[src/rtl/sboot_pkg.sv]
package sboot_pkg;

    localparam int OVS     = 16;   // oversampling ticks per bit
    localparam int DBITS   = 8;    // data bits per frame
    localparam int BUS_W   = 8;

    localparam logic [1:0] OFS_DATA = 2'd0;
    localparam logic [1:0] OFS_STAT = 2'd1;
    localparam logic [1:0] OFS_CTRL = 2'd2;

    localparam logic [BUS_W-1:0] LEAVE_BOOT_MASK = 8'h80;

    typedef enum logic [1:0] {
        RX_IDLE,
        RX_START,
        RX_DATA,
        RX_STOP
    } rx_state_e;

    typedef struct packed {
        logic [4:0] pad;
        logic       overrun;
        logic       frame_err;
        logic       ready;
    } status_t;

    function automatic int calc_div(input int clk_hz, input int baud);
        int d;
        d = clk_hz / (baud * OVS);
        return (d < 1) ? 1 : d;
    endfunction

endpackage

[src/rtl/sboot_tick.sv]
module sboot_tick #(
    parameter int DIV = 54
) (
    input  logic clk,
    input  logic rst,
    output logic tick_o
);
    localparam int W = (DIV > 1) ? $clog2(DIV) : 1;

    logic [W-1:0] cnt_q;

    assign tick_o = (cnt_q == W'(DIV - 1));

    always_ff @(posedge clk) begin
        if (rst || tick_o) cnt_q <= '0;
        else               cnt_q <= cnt_q + 1'b1;
    end
endmodule

[src/rtl/sboot_rx_frame.sv]
module sboot_rx_frame
    import sboot_pkg::*;
(
    input  logic             clk,
    input  logic             rst,
    input  logic             tick_i,
    input  logic             rx_i,
    output logic [DBITS-1:0] byte_o,
    output logic             valid_o,
    output logic             ferr_o
);
    localparam int IW = $clog2(DBITS);
    localparam logic [3:0] MID  = 4'(OVS / 2 - 1);
    localparam logic [3:0] LAST = 4'(OVS - 1);

    logic [1:0]       sync_q;
    logic             rxd;
    rx_state_e        state_q;
    logic [3:0]       cnt_q;
    logic [IW-1:0]    idx_q;
    logic [DBITS-1:0] shift_q;

    assign rxd    = sync_q[1];
    assign byte_o = shift_q;

    always_ff @(posedge clk) begin
        if (rst) sync_q <= 2'b11;
        else     sync_q <= {sync_q[0], rx_i};
    end

    always_ff @(posedge clk) begin
        if (rst) begin
            state_q <= RX_IDLE;
            cnt_q   <= '0;
            idx_q   <= '0;
            shift_q <= '0;
            valid_o <= 1'b0;
            ferr_o  <= 1'b0;
        end else begin
            valid_o <= 1'b0;
            ferr_o  <= 1'b0;
            if (tick_i) begin
                case (state_q)
                    RX_IDLE: begin
                        if (!rxd) begin
                            state_q <= RX_START;
                            cnt_q   <= '0;
                        end
                    end
                    RX_START: begin
                        if (cnt_q == MID) begin
                            cnt_q <= '0;
                            idx_q <= '0;
                            state_q <= rxd ? RX_IDLE : RX_DATA;
                        end else begin
                            cnt_q <= cnt_q + 1'b1;
                        end
                    end
                    RX_DATA: begin
                        if (cnt_q == LAST) begin
                            cnt_q   <= '0;
                            shift_q <= {rxd, shift_q[DBITS-1:1]};
                            if (idx_q == IW'(DBITS - 1)) state_q <= RX_STOP;
                            else                         idx_q   <= idx_q + 1'b1;
                        end else begin
                            cnt_q <= cnt_q + 1'b1;
                        end
                    end
                    RX_STOP: begin
                        if (cnt_q == LAST) begin
                            cnt_q   <= '0;
                            state_q <= RX_IDLE;
                            if (rxd) valid_o <= 1'b1;
                            else     ferr_o  <= 1'b1;
                        end else begin
                            cnt_q <= cnt_q + 1'b1;
                        end
                    end
                    default: state_q <= RX_IDLE;
                endcase
            end
        end
    end

    // a completed byte is reported for one clock only
    a_r1_valid_single: assert property (@(posedge clk) disable iff (rst)
        valid_o |=> !valid_o);

    // a frame is either accepted or rejected, never both
    a_r6_ferr_excl: assert property (@(posedge clk) disable iff (rst)
        !(valid_o && ferr_o));
endmodule

[src/rtl/sboot_hold.sv]
module sboot_hold
    import sboot_pkg::*;
(
    input  logic             clk,
    input  logic             rst,
    input  logic [DBITS-1:0] byte_i,
    input  logic             valid_i,
    input  logic             ferr_i,
    input  logic             clr_ready_i,
    input  logic             clr_err_i,
    output logic [DBITS-1:0] data_o,
    output status_t          status_o
);
    always_ff @(posedge clk) begin
        if (rst) begin
            data_o   <= '0;
            status_o <= '0;
        end else begin
            if (valid_i) begin
                data_o          <= byte_i;
                status_o.ready  <= 1'b1;
            end else if (clr_ready_i) begin
                status_o.ready  <= 1'b0;
            end

            if (valid_i && status_o.ready && !clr_ready_i) status_o.overrun <= 1'b1;
            else if (clr_err_i)                            status_o.overrun <= 1'b0;

            if (ferr_i)         status_o.frame_err <= 1'b1;
            else if (clr_err_i) status_o.frame_err <= 1'b0;
        end
    end

    // an unconsumed byte that is overwritten raises overrun
    a_r7_overrun_set: assert property (@(posedge clk) disable iff (rst)
        (valid_i && status_o.ready && !clr_ready_i) |=> status_o.overrun);
endmodule

[src/rtl/serial_step_boot.sv]
module serial_step_boot
    import sboot_pkg::*;
#(
    parameter int CLK_HZ = 100_000_000,
    parameter int BAUD   = 115_200
) (
    input  logic             clk,
    input  logic             rst,
    input  logic             rx_i,
    input  logic             cs_i,
    input  logic             rw_i,
    input  logic [1:0]       addr_i,
    input  logic             stb_i,
    input  logic [BUS_W-1:0] wdata_i,
    output logic [BUS_W-1:0] rdata_o,
    output logic             rdata_oe_o,
    output logic             rdy_o,
    output logic             boot_o
);
    localparam int DIV = calc_div(CLK_HZ, BAUD);

    logic             tick;
    logic [DBITS-1:0] rx_byte;
    logic             rx_valid;
    logic             rx_ferr;
    logic [DBITS-1:0] held;
    status_t          st;
    logic             boot_q;
    logic             sel_rd;
    logic             ctrl_hit;
    logic             clr_ready;
    logic             clr_err;

    sboot_tick #(.DIV(DIV)) u_tick (
        .clk(clk), .rst(rst), .tick_o(tick)
    );

    sboot_rx_frame u_rx (
        .clk(clk), .rst(rst), .tick_i(tick), .rx_i(rx_i),
        .byte_o(rx_byte), .valid_o(rx_valid), .ferr_o(rx_ferr)
    );

    assign sel_rd    = cs_i && rw_i;
    assign ctrl_hit  = stb_i && cs_i && !rw_i && (addr_i == OFS_CTRL)
                       && ((wdata_i & LEAVE_BOOT_MASK) != '0);
    assign clr_ready = stb_i && (boot_q || (sel_rd && addr_i == OFS_DATA));
    assign clr_err   = stb_i && !boot_q && sel_rd && (addr_i == OFS_STAT);

    sboot_hold u_hold (
        .clk(clk), .rst(rst),
        .byte_i(rx_byte), .valid_i(rx_valid), .ferr_i(rx_ferr),
        .clr_ready_i(clr_ready), .clr_err_i(clr_err),
        .data_o(held), .status_o(st)
    );

    always_ff @(posedge clk) begin
        if (rst)           boot_q <= 1'b1;
        else if (ctrl_hit) boot_q <= 1'b0;
    end

    always_comb begin
        rdata_o = '0;
        if (boot_q) begin
            rdata_o = held;
        end else begin
            case (addr_i)
                OFS_DATA: rdata_o = held;
                OFS_STAT: rdata_o = st;
                OFS_CTRL: rdata_o = LEAVE_BOOT_MASK;
                default:  rdata_o = '0;
            endcase
        end
    end

    assign rdata_oe_o = rw_i && (boot_q || cs_i);
    assign rdy_o      = boot_q ? st.ready : 1'b1;
    assign boot_o     = boot_q;

    // a stepped cycle consumes the byte unless a new one lands at once
    a_r4_step_clears: assert property (@(posedge clk) disable iff (rst)
        (boot_q && stb_i && !rx_valid) |=> !st.ready);

    // once left, boot mode stays off until reset
    a_r10_boot_sticky: assert property (@(posedge clk) disable iff (rst)
        !boot_q |=> !boot_q);
endmodule

[config.mk]
export PLATFORM = sky130hd
export DESIGN_NAME = serial_step_boot
export DESIGN_NICKNAME = d
export VERILOG_FILES = /design/src/rtl/sboot_pkg.sv /design/src/rtl/sboot_tick.sv /design/src/rtl/sboot_rx_frame.sv /design/src/rtl/sboot_hold.sv /design/src/rtl/serial_step_boot.sv
export SDC_FILE = /design/constraint.sdc
export NUM_CORES = 1
export LEC_CHECK = 0
export BUFFER_PORTS_ARGS = -buffer_cell sky130_fd_sc_hd__buf_4
export CORE_ASPECT_RATIO = 1.4
export CORE_MARGIN = 1
export CORE_UTILIZATION = 50
export CTS_BUF_LIST = sky130_fd_sc_hd__clkbuf_16
export CTS_CLUSTER_DIAMETER = 200
export DETAILED_ROUTE_END_ITERATION = 12
export GPL_ROUTABILITY_DRIVEN = 1
export MAX_ROUTING_LAYER = met4
export PLACE_DENSITY_LB_ADDON = 0.2
export SYNTH_ARGS = -nofsm -noshare
export SYNTH_HDL_FRONTEND = slang
export SYNTH_SLANG_ARGS = --single-unit
[constraint.sdc]
create_clock -name clk -period 1.5 [get_ports clk]
set_input_delay 0.225 -clock clk [delete_from_list [all_inputs] [get_ports clk]]
set_output_delay 0.225 -clock clk [all_outputs]
set_load 0.05 [all_outputs]
==> impl_metrics.csv, run 1 <==
group,metric,value,unit
run_status,outcome,"finished, violations left",
run_status,violations,"negative setup slack",
clock_tree,cts_hold_buf,0,
synth,netlist_instances,187,
critical_path,worstSetupStartpointType,"flop",
timing,tightest_slew,0.494,ns
floorplanning,rows,25,
routing,final_antenna_net_count,0,
timing,final.setup_skew,0.00515,ns
power,p_comb_share,4.4,%
placed_design,place.gp.congestion,0.861,
power,peakVddDrop,965,uV
timing,slew_headroom,67.0,%
routing,drcViolationCount,0,
critical_path,critical_path_arrival,1.68,ns
global_routing,grt_pass1_vias,1436,
cells_and_area,drive_gt1_share,37.2,%
timing,max_freq,656,MHz
global_routing,grt_usage,22.2,%
power,power_frac_clock,50.2,%
routing,dr.pass1.iters,4,
power,p_leak,1.03,nW
routing,vias,1440,
critical_path,worstPathMaxFanout,3,
clock_tree,clk_latency,0.28,ns
timing,fin_crit_sh,102,%
clock_tree,cts_tree,"done",
routing,drt-vias-per-instance,5.48,
synth,synth_area,0.00176,mm2
global_routing,grt_pass1_wl,6030,um
critical_path,timing_worst_setup_path_type,"reg2reg",
power,p_seq_share,45.4,%
floorplanning,ios,27,
clock_tree,clkTransAtPathRegs,0.06,ns
timing,finalMaxSlewViolations,0,
clock_tree,clockRootBuffer,"clkbuf_16",
synth,ys_seq_area_share,44.3,%
cells_and_area,final_common_cell,"dfxtp_1",
global_routing,grt_max_degree,43,
timing,hold-worst-slack,0.126,ns
routing,drt_iter0_drc,28,
power,internal-power,1.87,mW
placed_design,hpwl,2580,um
cells_and_area,finalNonFillerCells,263,
clock_tree,cts_buffers,5,
timing,setup_viol,6,
placed_design,port_buffers,19,
power,p_switching,0.463,mW
cells_and_area,final_util,71.2,%
global_routing,grt_overflow,0,
floorplanning,initial_core_util,52.1,%
placed_design,post-place-ws,-0.160,ns
timing,finalCriticalPeriod,1.53,ns
worst_hold_path,hold_path.class,"in2reg",
timing,layout_setup_ws,-0.0254,ns
cells_and_area,finalNetCount,243,
floorplanning,coreArea,0.00338,mm2
floorplanning,die_h,72.2,um
global_routing,grt_antenna_before_repair,0,
power,sw_frac_of_total,19.9,%
floorplanning,dieWidth,52.2,um
timing,hold_viol,0,
routing,routedWlPerCell,15.1,um
cells_and_area,final_cell_mix,"34 x dfxtp_1, 31 x buf_4, 24 x nor2_1, 19 x mux2i_1, 10 x nor3_1",
timing,fin_setup_tns,-0.0980,ns
timing,rsz0062_at_grt,"true",
clock_tree,cts_num_sinks,39,
synth,ys_ff_latch,39,
cells_and_area,fillerInstances,243,
routing,routed_wirelength,3960,um
synth,syn-num-nets,208,
synth,syn_avg_cell_area,9.41,um2
critical_path,end_kind,"flop",
cells_and_area,antenna_cells,0,
floorplanning,design.die.area,0.00377,mm2
placed_design,dp.cells,251,
run,maxCapViolCount,0,
clock_tree,clock_path_buffers,2,
synth,synth.distinct_cells,42,
critical_path,worstPathRequired,1.65,ns
synth,synth_warnings,0,
cells_and_area,syn_to_final_growth,36.7,%
power,powerDensity,969,mW/mm2
clock_tree,htreeDepth,2,
## cells in the mapped netlist
master	count	share of area (%)
a21o_1	1	0.43
a21oi_1	8	2.3
a22o_1	3	1.5
a311oi_2	1	0.85
a31oi_1	1	0.36
a41o_1	1	0.57
and2_1	6	2.1
and2_4	1	0.50
and3_1	1	0.36
and3b_1	1	0.50
and4b_1	1	0.57
buf_2	3	0.85
buf_6	2	1.3
clkbuf_1	5	1.1
dfxtp_1	39	44
ha_1	5	3.6
inv_1	6	1.3
mux2_2	2	1.3
mux2i_1	19	11
nand2_1	6	1.3
nand2b_1	3	1.1
nand3_1	6	1.7
nand3b_1	2	0.85
nand4_1	1	0.36
nand4_2	1	0.71
nor2_1	25	5.3
nor2b_1	3	1.1
nor3_1	10	2.8
nor3b_1	4	1.7
nor4_1	2	0.71
nor4bb_1	1	0.57
o2111ai_1	1	0.50
o21a_1	1	0.43
o21ai_0	2	0.57
o22ai_1	1	0.36
o311ai_0	1	0.50
o31ai_1	1	0.43
o32ai_1	2	1.0
or2_2	2	0.71
or3_1	1	0.36
xnor2_1	2	1.0
xor2_1	3	1.5
## power groups by stage
stage	combinational, mW	sequential [mW]	clock [mW]
finish	0.102	1.06	1.17
CTS	0.0932	1.06	1.18
global route	0.111	1.06	1.22
detailed placement	0.0900	1.08	0
global placement	0.0853	1.08	0
floorplan	0.0477	1.08	0
## final timing paths
kind / depth (start not counted) / startpoint / slack [ns] / endpoint
hold / removal: 2 / rx_i / 0.13 / u_rx.sync_q[0]
setup / recovery: 6 / u_rx.idx_q[1] / -0.03 / u_rx.idx_q[0]
setup reg to reg: 6 / u_rx.idx_q[1] / -0.03 / u_rx.idx_q[0]
hold reg to reg: 1 / u_rx.sync_q[0] / 0.42 / u_rx.sync_q[1]
## state kept, by name, summed over array words and instances (netlist names), named ones only
name             flops
u_rx.cnt_q           4
u_tick.cnt_q         6
u_rx.byte_o          8
boot_o               1
u_rx.sync_q          2
u_rx.ferr_o          1
u_rx.valid_o         1
u_hold.status_o      3
u_rx.idx_q           3
u_rx.state_q         1
u_hold.data_o        8
## critical path, cell delays in order, from the launching register on
cell	delay, ns
dfxtp_2	0.33
ha_4	0.16
ha_4	0.16
nor4bb_4	0.26
o2111ai_2	0.21
mux2i_1	0.22
nor2_1	0.05
## layout make-up
cell class	count	area [um2]	share of cell area [%]
Sequential cell	39	790	32.8
Inverter	6	22.5	0.936
Clock buffer	5	125	5.20
Clock inverter	3	38.8	1.61
Tap cell	40	50.0	2.08
Multi-Input combinational cell	132	1060	43.9
Timing Repair Buffer	38	323	13.4
## metrics by stage
step | instance area, um2 | power, mW
2_1_floorplan | 1770 | 1.12
6_report | 2410 | 2.33
3_5_place_dp | 2020 | 1.17
5_1_grt | 2410 | 2.39
4_1_cts | 2330 | 2.33
3_3_place_gp | 2020 | 1.16
## kinds of logic (layout without fill, tap and decap cells)
family / Yosys count / count (layout) / share of synthesized area [%]
adder cells (fa/ha/maj): 5 / 5 / 3.55
AND/OR/NAND/NOR: 77 / 77 / 23.3
flip-flops: 39 / 39 / 44.3
AO/OA/AOI/OAI: 24 / 24 / 9.74
XOR/XNOR: 5 / 5 / 2.49
multiplexers: 21 / 21 / 12.1
buffers and inverters: 16 / 52 / 4.48
## metal layers
layer  up-vias  global-route usage, %  share of wire, %
met3         8                   6.29               2.8
li1        725                      -                 -
met2        24                   40.5                57
met1       683                   21.2                38
met4         0                   9.06               2.0
met5         -                      -                 0
## timing repair
| item | 4_1_cts | 5_1_grt |
|---|---|---|
| pin swaps | 7 | 5 |
| resized for setup | 27 | 17 |
| hold endpoints to repair | 0 | 0 |
| setup buffers | 3 | 1 |
| endpoints found under the setup margin | 23 | 26 |
Note: power is estimated with default switching activity, not from simulation.
==> run 2, diff against run 1 <==
Settings changed: CORE_UTILIZATION 50 to 53, CTS_BUF_LIST sky130_fd_sc_hd__clkbuf_16 to sky130_fd_sc_hd__clkbuf_4 sky130_fd_sc_hd__clkbuf_8, SYNTH_HIERARCHICAL from default to 1.
==> impl_metrics.csv, run 2 <==
group,metric,value,unit
synth,yosys-top-cells-count,"39 x dfxtp_1, 27 x nor2_1, 19 x mux2i_1",
synth,syn_avg_cell_area,9.26,um2
placed_design,port_buffers,19,
synth,synth.distinct_cells,46,
floorplanning,initial_core_util,55.7,%
critical_path,critical_path_arrival,1.91,ns
timing,layout_setup_ws,-0.188,ns
power,peakVddDrop,1030,uV
placed_design,place.gp.congestion,0.771,
synth,synth_ff_type,"dfxtp_1",
cells_and_area,final_common_cell,"dfxtp_1",
synth,synth_warnings,6,
run_status,violations,"negative setup slack",
cells_and_area,finalNetCount,281,
placed_design,dp.cells,287,
floorplanning,die_h,75.2,um
clock_tree,htreeDepth,2,
power,power_frac_clock,42.0,%
critical_path,crit_chain,"inv_2, ha_4, nand4_1, nor2_4, buf_4, or4b_1, a21oi_1",
timing,finalMaxSlewViolations,0,
cells_and_area,finalNonFillerCells,303,
synth,yosys-top-cells-area,"dfxtp_1 38%, mux2i_1 9.4%, o221ai_2 5.2%",
cells_and_area,final_cell_area,0.00263,mm2
timing,final.setup_skew,0.00759,ns
global_routing,grt_antenna_before_repair,0,
power,sw_frac_of_total,21.8,%
clock_tree,cts_tree,"done",
floorplanning,design.die.area,0.00408,mm2
worst_hold_path,hold_path.class,"in2reg",
cells_and_area,drive_gt1_share,34.9,%
clock_tree,cts_buffers,5,
power,powerDensity,777,mW/mm2
synth,synth_edf_count,0,
synth,ys_seq_area_share,38.5,%
cells_and_area,syn_to_final_growth,29.6,%
routing,vias,1638,
routing,dr.pass1.iters,4,
placed_design,hpwl,2670,um
global_routing,grt_overflow,0,
cells_and_area,final_cell_mix,"36 x dfxtp_1, 34 x buf_4, 26 x nor2_1, 19 x mux2i_1, 12 x buf_6",
power,power.total,2.04,mW
critical_path,worstPathRequired,1.72,ns
clock_tree,clkTransAtPathRegs,0.07,ns
timing,finalCriticalPeriod,1.69,ns
timing,hold-worst-slack,0.120,ns
run_status,outcome,"finished, violations left",
clock_tree,cts_num_sinks,39,
timing,fin_crit_sh,113,%
run,maxCapViolCount,0,
clock_tree,clockRootBuffer,"clkbuf_8",
floorplanning,ios,27,
floorplanning,rows,26,
placed_design,post-place-ws,-0.171,ns
routing,final_antenna_net_count,0,
synth,synth_area,0.00203,mm2
global_routing,grt_max_degree,24,
global_routing,grt_pass1_vias,1476,
floorplanning,coreArea,0.00364,mm2
cells_and_area,fillerInstances,276,
timing,rsz0062_at_grt,"true",
routing,drt-vias-per-instance,5.41,
routing,routed_wirelength,3730,um
critical_path,worstPathMaxFanout,5,
timing,max_freq,592,MHz
routing,routedWlPerCell,12.3,um
timing,setup_viol,19,
timing,fin_setup_tns,-1.49,ns
synth,netlist_instances,219,
critical_path,worstSetupStartpointType,"flop",
power,internal-power,1.60,mW
clock_tree,clk_latency,0.29,ns
synth,synthArstFlopShare,0,%
routing,drcViolationCount,0,
critical_path,critical_path.max_stage_delay,0.45,ns
placed_design,placed_cell_area,0.00236,mm2
power,p_leak,0.975,nW
power,p_seq_share,51.5,%
clock_tree,clock_path_buffers,2,
routing,drt_iter0_drc,21,
global_routing,grt_usage,21.4,%
power,p_comb_share,6.6,%
synth,synth.most_common_cell,"dfxtp_1",
cells_and_area,final_util,72.1,%
timing,hold_viol,0,
critical_path,end_kind,"flop",
critical_path,timing_worst_setup_path_type,"reg2reg",
cells_and_area,antenna_cells,0,
floorplanning,dieWidth,54.3,um
synth,synth_top_area_share,38.5,%
synth,yosys.area.top_type,"dfxtp_1",
synth,ys_ff_latch,39,
critical_path,slowest_stage,"or4b_1",
global_routing,grt_pass1_wl,6180,um
power,p_switching,0.446,mW
clock_tree,cts_hold_buf,0,
==> run 2: area by class of cell <==
cell class	count	area, um2	share of cell area, %
Multi-Input combinational cell	154	1220	46.3
Sequential cell	39	787	29.9
Timing Repair Buffer	47	410	15.6
Clock buffer	5	68.8	2.62
Tap cell	42	52.6	2.00
Inverter	13	48.8	1.86
Clock inverter	3	43.8	1.67
==> run 2: kinds of logic (layout without fill, tap and decap cells) <==
| group | count (synthesis) | in the layout | share of synthesized area [%] |
|---|---|---|---|
| compound gates | 32 | 32 | 13.6 |
| xor+xnor | 4 | 4 | 1.73 |
| fa+ha+maj | 5 | 5 | 3.08 |
| buf+inv | 30 | 68 | 8.88 |
| flops | 39 | 39 | 38.5 |
| mux | 19 | 19 | 9.38 |
| other cells | 1 | 5 | 0.185 |
| simple gates | 89 | 89 | 24.6 |
==> run 2: final timing paths <==
kind	start	to	slack [ns]	cells after the start
worst min-delay path	rx_i	u_rx/sync_q[0]	0.12	2
worst max register to register	u_tick/cnt_q[1]	u_rx/state_q[0]	-0.19	7
worst max-delay path	u_tick/cnt_q[1]	u_rx/state_q[0]	-0.19	7
worst min register to register	u_rx/sync_q[0]	u_rx/sync_q[1]	0.41	1
==> run 2: per-layer routing <==
| metal | share of wire [%] | global-route usage, % |
|---|---|---|
| met4 | 1.9 | 10.5 |
| met5 | 0 | - |
| met3 | 2.7 | 4.85 |
| met1 | 41 | 20.3 |
| met2 | 55 | 38.9 |
==> run 2: worst max-delay path: cells and delay by family (launching register included) <==
kind	cells	cell delay (ns)
AOI/OAI and AO/OA	1	0.13
adders and majority gates	1	0.13
and+or+nand+nor	3	0.83
DFF	1	0.32
buffers and inverters	2	0.20
==> run 2: power by group through the flow <==
stage	logic [mW]	registers, mW	clock network [mW]
after floorplan	0.0874	1.08	0
after global placement	0.126	1.08	0
after detailed placement	0.128	1.08	0
after CTS	0.134	1.05	0.885
after global routing	0.148	1.05	0.945
final	0.134	1.05	0.857
==> run 2: what timing repair did <==
item | in CTS | in global routing
hold endpoints to repair | 0 | 0
buffers inserted | 4 | 4
gates cloned | 0 | 0
resized for setup | 17 | 10
pin swaps | 8 | 6
setup endpoints to repair | 23 | 27
==> run 3, diff against run 2 <==
Settings changed: BUFFER_PORTS_ARGS -buffer_cell sky130_fd_sc_hd__buf_4 to default, CORE_UTILIZATION 53 to 55, DONT_BUFFER_PORTS from default to 1, SYNTH_HIERARCHICAL 1 to default.
==> impl_metrics.csv, run 3 (synthesis results as in run 1) <==
group,metric,value,unit
run_status,outcome,"finished, violations left",
run_status,violations,"negative hold slack, negative setup slack",
cells_and_area,final_cell_mix,"33 x dfxtp_1, 24 x nor2_1, 19 x mux2i_1, 17 x buf_4, 8 x nor3_1",
timing,fin_crit_sh,100,%
critical_path,worstPathMaxFanout,6,
timing,hold_viol,2,
critical_path,r2r_slack,-0.003,ns
floorplanning,dieWidth,49.8,um
critical_path,rr_endpoint,"u_rx.cnt_q[2]",
timing,tightest_slew,0.688,ns
power,p_leak,0.928,nW
cells_and_area,fillerInstances,189,
placed_design,dp.cells,231,
cells_and_area,multi_input_area,0.00112,mm2
timing,rsz0062_at_grt,"true",
routing,dr.pass1.iters,4,
global_routing,met1_usage,22.1,%
routing,routedWlPerCell,16.5,um
cells_and_area,syn_to_final_growth,27.7,%
cells_and_area,final_cell_area,0.00225,mm2
routing,routed_wirelength,3970,um
clock_tree,clockRootBuffer,"clkbuf_8",
global_routing,grt_antenna_before_repair,0,
critical_path,rr_worst_depth,6,
critical_path,slowest_stage,"dfxtp_2",
timing,hold-worst-slack,-0.00629,ns
timing,layout_setup_ws,-0.00303,ns
global_routing,grt_usage,25.7,%
cells_and_area,final_util,75.9,%
floorplanning,initial_core_util,59.4,%
global_routing,grt_most_used_layer,"met2",
timing,fin_setup_tns,-0.00361,ns
global_routing,use_met2,50.7,%
cells_and_area,antenna_cells,0,
cells_and_area,seq_area,788,um2
floorplanning,die_h,68.9,um
worst_hold_path,hold_path.class,"in2reg",
cells_and_area,finalNonFillerCells,241,
global_routing,grt_overflow,0,
clock_tree,cts_tree,"done",
cells_and_area,drive_gt1_share,34.8,%
clock_tree,htreeDepth,2,
routing,drcViolationCount,0,
timing,slew_headroom,53.6,%
clock_tree,cts_buffers,5,
critical_path,worstSetupStartpointType,"flop",
cells_and_area,finalNetCount,224,
global_routing,grt_max_degree,43,
global_routing,grt_pass1_vias,1400,
critical_path,reg2reg_from,"u_tick.cnt_q[1]",
power,peakVddDrop,894,uV
placed_design,place.gp.congestion,0.777,
floorplanning,ios,27,
placed_design,placed_cell_area,0.00189,mm2
global_routing,grt_pass1_wl,6220,um
critical_path,critical_path_arrival,1.71,ns
routing,drt_iter0_drc,22,
timing,max_freq,665,MHz
worst_hold_path,hold_depth,1,
critical_path,timing_worst_setup_path_type,"reg2reg",
run,maxCapViolCount,0,
routing,final_antenna_net_count,0,
routing,drt-vias-per-instance,5.76,
critical_path,worstPathRequired,1.71,ns
critical_path,critPathLaunch,"u_tick.cnt_q[1]",
routing,vias,1387,
power,powerDensity,897,mW/mm2
timing,finalMaxSlewViolations,0,
floorplanning,rows,23,
placed_design,post-place-ws,-0.159,ns
placed_design,port_buffers,0,
placed_design,hpwl,2490,um
clock_tree,clk_latency,0.29,ns
timing,setup_viol,2,
clock_tree,cts_num_sinks,39,
clock_tree,clkTransAtPathRegs,0.07,ns
critical_path,critical_path.max_stage_delay,0.33,ns
critical_path,end_kind,"flop",
timing,final.setup_skew,0.00634,ns
cells_and_area,final_common_cell,"dfxtp_1",
timing,finalCriticalPeriod,1.50,ns
floorplanning,design.die.area,0.00343,mm2
floorplanning,coreArea,0.00296,mm2
critical_path,crit_path_end,"u_rx.cnt_q[2]",
critical_path,crit_chain,"inv_2, ha_4, and4b_2, nand3_1, mux2_2, o32ai_2",
global_routing,met3_usage,7.24,%
clock_tree,clock_path_buffers,2,
run 3: how the worst min path moves through the flow:
stage | from | to | slack, ns
finish | rst | u_tick.cnt_q[3] | -0.006
global route | rst | u_rx.idx_q[0] | -0.02
CTS | rst | u_rx.idx_q[0] | -0.01
detailed placement | rst | u_hold.status_o[0] | 0.30
floorplan | rx_i | u_rx.sync_q[0] | 0.33
global placement | rst | u_rx.cnt_q[0] | 0.30
run 3: metal layers:
layer	routed length [um]	vias up	share of wire, %
met5	0	-	0
met4	70	0	1.8
met3	88	9	2.2
met2	2310	22	58
met1	1500	668	38
li1	-	688	-
run 3: metrics by stage:
step | power (mW) | hold WS, ns
floorplan | 1.12 | 0.329
global placement | 1.13 | 0.300
detailed placement | 1.13 | 0.302
CTS | 2.02 | -0.0101
global route | 2.08 | -0.0196
finish | 2.02 | -0.00629
run 3: worst max-delay path, delay by kind of cell (launching register included):
family	cells	cell delay (ns)
flops	1	0.33
fa+ha+maj	1	0.11
compound gates	1	0.18
mux	1	0.30
buf+inv	1	0.05
simple gates	2	0.44
run 3: layout make-up:
type	count	area share, %
clock buffers	6	3.67
multi-input cells	132	49.8
inverters	6	1.00
well taps	37	2.06
repair buffers	19	6.84
clock inverters	2	1.56
flip-flops and latches	39	35.1
run 3: power breakdown:
part           leakage (nW)  switching, mW  total (mW)  internal, mW
logic                 0.550         0.0296      0.0614        0.0318
registers             0.317         0.0124        1.06          1.05
clock network        0.0612          0.359       0.897         0.538
total                 0.928          0.401        2.02          1.62
run 3: repair_timing:
| item | in CTS | in global routing |
|---|---|---|
| gates resized for setup | 34 | 15 |
| endpoints found under the setup margin | 23 | 27 |
| pin swaps | 6 | 5 |
| hold endpoints to repair | 19 | 26 |
| setup buffers | 2 | 0 |
